$ cat src/rtl/tas_pkg.sv
// Shared types for the tick alignment block.
// Assumes: nothing beyond IEEE 1800-2017.
package tas_pkg;
    typedef enum logic [1:0] {
        SPY_IDLE = 2'd0,
        SPY_RUN  = 2'd1,
        SPY_DONE = 2'd2
    } spy_state_t;
endpackage

$ cat src/rtl/tas_delay_line.sv
// Fixed-length shift register with a tap selector.
// Tap k is the input delayed by k+1 edges.
// Assumes: sel never exceeds DEPTH-1.
module tas_delay_line #(
    parameter int DATA_W = 8,
    parameter int DEPTH  = 4,
    parameter int SEL_W  = 2
) (
    input  logic              clk,
    input  logic              rst_n,
    input  logic [DATA_W-1:0] din,
    input  logic [SEL_W-1:0]  sel,
    output logic [DATA_W-1:0] dout
);
    logic [DATA_W-1:0] stage [DEPTH];

    genvar g;
    generate
        for (g = 0; g < DEPTH; g++) begin : g_stage
            // Shift one stage per tick, cleared in reset.
            always_ff @(posedge clk) begin
                if (!rst_n)
                    stage[g] <= '0;
                else if (g == 0)
                    stage[g] <= din;
                else
                    stage[g] <= stage[(g == 0) ? 0 : g-1];
            end
        end
    endgenerate

    // Select the tap for the current delay setting.
    assign dout = stage[sel];
endmodule

$ cat src/rtl/tas_spy_ctrl.sv
// Capture sequencer: starts on arm, writes DEPTH entries, then holds in done.
// Assumes: arm is a single-cycle broadcast strobe, though longer pulses simply restart.
module tas_spy_ctrl
    import tas_pkg::*;
#(
    parameter int DEPTH = 8,
    parameter int IDX_W = 3
) (
    input  logic             clk,
    input  logic             rst_n,
    input  logic             arm,
    output logic             wr_en,
    output logic [IDX_W-1:0] wr_idx,
    output logic             running,
    output logic             done
);
    localparam logic [IDX_W-1:0] LAST = IDX_W'(DEPTH - 1);

    spy_state_t state;

    // Sequence the capture; arm has priority in every state.
    always_ff @(posedge clk) begin
        if (!rst_n) begin
            state  <= SPY_IDLE;
            wr_idx <= '0;
        end else if (arm) begin
            state  <= SPY_RUN;
            wr_idx <= '0;
        end else if (state == SPY_RUN) begin
            wr_idx <= wr_idx + 1'b1;
            if (wr_idx == LAST)
                state <= SPY_DONE;
        end
    end

    // Decode the state into the strobes the buffer and tracker use.
    always_comb begin
        running = (state == SPY_RUN);
        done    = (state == SPY_DONE);
        wr_en   = running && !arm;
    end
endmodule

$ cat src/rtl/tas_spy_mem.sv
// Small capture buffer with a registered read port.
// Assumes: DEPTH is small, so entries are cleared in reset.
module tas_spy_mem #(
    parameter int W     = 8,
    parameter int DEPTH = 8,
    parameter int IDX_W = 3
) (
    input  logic             clk,
    input  logic             rst_n,
    input  logic             wr_en,
    input  logic [IDX_W-1:0] wr_idx,
    input  logic [W-1:0]     wr_data,
    input  logic [IDX_W-1:0] rd_idx,
    output logic [W-1:0]     rd_data
);
    logic [W-1:0] mem [DEPTH];

    // Store captured entries.
    always_ff @(posedge clk) begin
        if (!rst_n) begin
            for (int i = 0; i < DEPTH; i++)
                mem[i] <= '0;
        end else if (wr_en) begin
            mem[wr_idx] <= wr_data;
        end
    end

    // Read with one cycle of latency, returning the old contents on a same-edge write.
    always_ff @(posedge clk) begin
        if (!rst_n)
            rd_data <= '0;
        else
            rd_data <= mem[rd_idx];
    end
endmodule

$ cat src/rtl/tas_marker_track.sv
// Counts marker hits during a capture and keeps the index of the first one.
// Assumes: clr and hit are never high together (the sequencer gates writes on arm).
module tas_marker_track #(
    parameter int IDX_W = 3
) (
    input  logic             clk,
    input  logic             rst_n,
    input  logic             clr,
    input  logic             hit,
    input  logic [IDX_W-1:0] idx,
    input  logic             done,
    output logic [IDX_W-1:0] first_idx,
    output logic             single
);
    logic [1:0] hits;

    // Track the first marker index and a saturating hit count.
    always_ff @(posedge clk) begin
        if (!rst_n || clr) begin
            hits      <= '0;
            first_idx <= '0;
        end else if (hit) begin
            if (hits == 2'd0)
                first_idx <= idx;
            if (hits != 2'd2)
                hits <= hits + 2'd1;
        end
    end

    // Result is valid only after capture and with exactly one marker.
    assign single = done && (hits == 2'd1);
endmodule

$ cat src/rtl/tick_align_spy.sv
// Per-channel coarse tick delay (0..MAX_DLY) with an armed capture of the delayed stream.
// Assumes: the sampling phase is fixed upstream; arm reaches all channels in the same cycle.
module tick_align_spy #(
    parameter int DATA_W    = 8,
    parameter int MARK_BIT  = 4,
    parameter int MAX_DLY   = 3,
    parameter int SPY_DEPTH = 8,
    parameter int FULL_SPY  = 1,
    parameter int DLY_W     = $clog2(MAX_DLY + 1),
    parameter int IDX_W     = $clog2(SPY_DEPTH),
    parameter int SPY_W     = (FULL_SPY != 0) ? DATA_W : 1
) (
    input  logic              clk,
    input  logic              rst_n,
    input  logic [DATA_W-1:0] in_word,
    input  logic              dly_we,
    input  logic [DLY_W-1:0]  dly_wdata,
    input  logic              arm,
    input  logic [IDX_W-1:0]  rd_addr,
    output logic [DATA_W-1:0] out_word,
    output logic [SPY_W-1:0]  rd_data,
    output logic              spy_done,
    output logic [IDX_W-1:0]  mark_pos,
    output logic              mark_valid
);
    localparam int STAGES = MAX_DLY + 1;

    logic [DLY_W-1:0] dly_q;
    logic             wr_en;
    logic [IDX_W-1:0] wr_idx;
    logic             spy_run;
    logic [SPY_W-1:0] cap_data;

    // Hold the host-written delay setting.
    always_ff @(posedge clk) begin
        if (!rst_n)
            dly_q <= '0;
        else if (dly_we)
            dly_q <= dly_wdata;
    end

    tas_delay_line #(.DATA_W(DATA_W), .DEPTH(STAGES), .SEL_W(DLY_W)) u_dly (
        .clk(clk), .rst_n(rst_n), .din(in_word), .sel(dly_q), .dout(out_word)
    );

    tas_spy_ctrl #(.DEPTH(SPY_DEPTH), .IDX_W(IDX_W)) u_ctrl (
        .clk(clk), .rst_n(rst_n), .arm(arm), .wr_en(wr_en), .wr_idx(wr_idx),
        .running(spy_run), .done(spy_done)
    );

    generate
        if (FULL_SPY != 0) begin : g_full
            assign cap_data = out_word;
        end else begin : g_lite
            assign cap_data = out_word[MARK_BIT];
        end
    endgenerate

    tas_spy_mem #(.W(SPY_W), .DEPTH(SPY_DEPTH), .IDX_W(IDX_W)) u_mem (
        .clk(clk), .rst_n(rst_n), .wr_en(wr_en), .wr_idx(wr_idx),
        .wr_data(cap_data), .rd_idx(rd_addr), .rd_data(rd_data)
    );

    tas_marker_track #(.IDX_W(IDX_W)) u_mark (
        .clk(clk), .rst_n(rst_n), .clr(arm), .hit(wr_en && out_word[MARK_BIT]),
        .idx(wr_idx), .done(spy_done), .first_idx(mark_pos), .single(mark_valid)
    );
endmodule

$ cat config.mk
export PLATFORM = sky130hd
export DESIGN_NAME = tick_align_spy
export DESIGN_NICKNAME = d
export VERILOG_FILES = /design/src/rtl/tas_pkg.sv /design/src/rtl/tas_delay_line.sv /design/src/rtl/tas_spy_ctrl.sv /design/src/rtl/tas_spy_mem.sv /design/src/rtl/tas_marker_track.sv /design/src/rtl/tick_align_spy.sv
export SDC_FILE = /design/constraint.sdc
export NUM_CORES = 1
export LEC_CHECK = 0
export BUFFER_PORTS_ARGS = -buffer_cell sky130_fd_sc_hd__buf_4
export CAP_MARGIN = 20
export CORE_ASPECT_RATIO = 0.7
export CORE_MARGIN = 2
export CORE_UTILIZATION = 40
export CTS_BUF_LIST = sky130_fd_sc_hd__clkbuf_16
export CTS_CLUSTER_DIAMETER = 80
export DETAILED_ROUTE_END_ITERATION = 8
export HOLD_SLACK_MARGIN = 0.05
export MAX_ROUTING_LAYER = met4
export SLEW_MARGIN = 20
export SYNTH_ARGS = -nofsm -noshare
export SYNTH_HDL_FRONTEND = slang
export SYNTH_HIERARCHICAL = 1
export SYNTH_SLANG_ARGS = --single-unit
$ cat constraint.sdc
create_clock -name clk -period 2.8 [get_ports clk]
set_input_delay 0.56 -clock clk [delete_from_list [all_inputs] [get_ports clk]]
set_output_delay 0.56 -clock clk [all_outputs]
set_load 0.05 [all_outputs]
==> metrics.yaml <==
synth-main-ff-cell: "edfxtp_1"
grt_first_pass_wirelength_mm: 15.7
r2r_start: "u_ctrl/state[0]"
via_count: 2761
grt_overflow: 0
hpwl_mm: 6.76
antenna_found_initial: 0
setup_viol: 0
cts_sinks: 116
grt_max_degree: 29
post_synth.cell_area_avg_um2: 14.4
crit_path_end_kind: "primary output"
drive_above_1_share_pct: 24.0
ys_ff_latch: 116
synth-edff-count: 64
ctsHoldBuffers: 0
via_per_inst: 4.92
syn_area_um2: 4750
path_class: "flop to primary output"
synth_fp_nets: 352
hold_path_depth: 2
min_from: "in_word[3]"
syn_to_final_growth_pct: 21.6
die_area_um2: 12800
drt-initial-drc-count: 148
synth_area_leaders: "edfxtp_1 40%, dfxtp_1 22%, and2_1 13%"
yosys_warnings: 6
dieHeight_um: 95.2
synth_cells: 330
die_w_um: 134
nets: 413
cts_tree: "yes"
yosysTopAreaCellShare_pct: 40.5
routed_wl_mm: 10.2
yosys.area.top_type: "edfxtp_1"
place_area_um2: 5260
async_flop_share_pct: 0
dr.pass1.iters: 4
avgRoutedWirePerCell_um: 18.2
reg2reg_slack_ns: 0.72
dp.cells: 529
p_total_mw: 4.04
num_rows: 33
tightestPinTransition_ns: 0.528
fin_worst_skew_ns: 0.0108
r2r-end: "u_mem/mem[2][0]"
rr_worst_depth: 5
cts_setup_buffers: 0
maxCapViolCount: 0
instances_no_fill: 561
start_util_pct: 40.8
stdcell_area_um2: 5780
period_minus_slack_ns: 2.36
slew_violations: 0
ys_seq_area_share_pct: 62.4
numCtsBuffers: 17
period_share_pct: 84.3
setup_tns_ns: 0
hold_ws_ns: 0.362
place.gp.congestion: 0.781
min_to: "u_dly/stage[0][3]"
post-route-drc-count: 0
power_density_nw_per_um2: 700
clk_latency_ns: 0.40
slew_headroom_pct: 64.6
ir_worst_vdd_mv: 0.444
critPathLaunchType: "flop"
fmax_ghz: 0.424
grt_util_all_layers_pct: 17.9
status: "finished, final reports clean"
leakage_nw: 2.33
h-tree-depth: 4
n_antenna_cell: 0
ios: 38
antenna_left: 0
coreArea_um2: 11600
clk_path_buf_depth: 2
rsz0062_at_grt: "no"
yosysMostFrequentCell: "and2_1"
hold_path_class: "primary input to flop"
cts_root_buffer: "clkbuf_16"
crit_required_ns: 2.24
path_max_fanout: 10
cts-resized-gates: 0
grt_pass1_vias: 2697
cts.clk_slew.worst_paths_ns: 0.05
arrival_ns: 1.80
synth_cell_types: 28
synthTopCellsByCount: "98 x and2_1, 64 x edfxtp_1, 52 x dfxtp_1"
finalHoldViolations: 0
portBuffers: 37
worst max-delay path: stages (launching register included):
cell	delay, ns
dfxtp_1	0.64
mux4_2	0.51
buf_4	0.24
cells by family (layout without fill, tap and decap cells):
group	Yosys count	in the layout	synth area share, %
compound gates	11	11	1.16
xor+xnor	2	2	0.369
simple gates	144	144	17.9
mux	37	37	14.7
buf+inv	15	89	2.19
flops	116	116	62.4
fa+ha+maj	5	5	1.32
power breakdown:
| part | switching [mW] | total, mW | internal, mW |
|---|---|---|---|
| combinational | 0.177 | 0.293 | 0.116 |
| sequential | 0.0265 | 1.88 | 1.86 |
| clock | 0.689 | 1.87 | 1.18 |
cell usage in the layout (no fill, tap or decap), types with 2 or more instances in the layout:
cell | netlist | final
ha_1 | 5 | 5
a21oi_1 | 5 | 5
edfxtp_1 | 64 | 64
nand3_1 | 4 | 4
nor2_1 | 20 | 20
mux4_2 | 16 | 16
and2_1 | 98 | 98
nand2b_1 | 7 | 7
inv_1 | 3 | 9
dfxtp_1 | 52 | 52
mux2i_1 | 13 | 13
mux4_1 | 8 | 8
nor2b_1 | 4 | 4
clkbuf_16 | 0 | 17
clkinv_2 | 0 | 6
clkinv_1 | 0 | 2
buf_4 | 1 | 54
o21ai_0 | 6 | 6
xnor2_1 | 2 | 2
nand2_1 | 5 | 5
final cells by class:
type | count | area, µm²
tap | 157 | 196
sequential | 116 | 2960
fill | 1042 | 5870
clock inverter | 15 | 90.1
timing repair buffer | 54 | 405
clock buffer | 17 | 425
multi-input combinational | 199 | 1680
inverter | 3 | 11.3
how the worst max path moves through the flow:
stage,cells past startpoint,slack (ns),endpoint,startpoint
finish,2,0.44,out_word[4],dly_q[1]
global route,2,0.35,out_word[4],dly_q[1]
CTS,2,0.40,out_word[4],dly_q[1]
detailed placement,5,0.66,u_mem/mem[2][5],arm
global placement,6,0.75,u_mem/mem[3][7],arm
floorplan,5,0.78,u_mem/mem[3][0],u_ctrl/state[0]
registers in the layout (all words and copies together), names as in the netlist:
signal / cells
u_mark/hits: 2
u_mem/rd_data: 8
u_dly/stage: 32
u_mark/first_idx: 3
u_mem/mem: 64
u_ctrl/state: 2
dly_q: 2
u_ctrl/wr_idx: 3
metrics by stage:
step | worst slack (ns) | utilization, %
after global routing | 0.351 | 49.6
after detailed placement | 0.660 | 45.2
final | 0.439 | 49.6
after floorplan | 0.783 | -
after CTS | 0.402 | 49.6
after global placement | 0.746 | 45.2
per-layer routing:
metal	part of all wire (%)	track usage, %
met1	49	24.4
met4	1.4	6.84
met5	0	-
met2	44	25.9
met3	6.3	4.68
(Power assumes the default switching activity.)
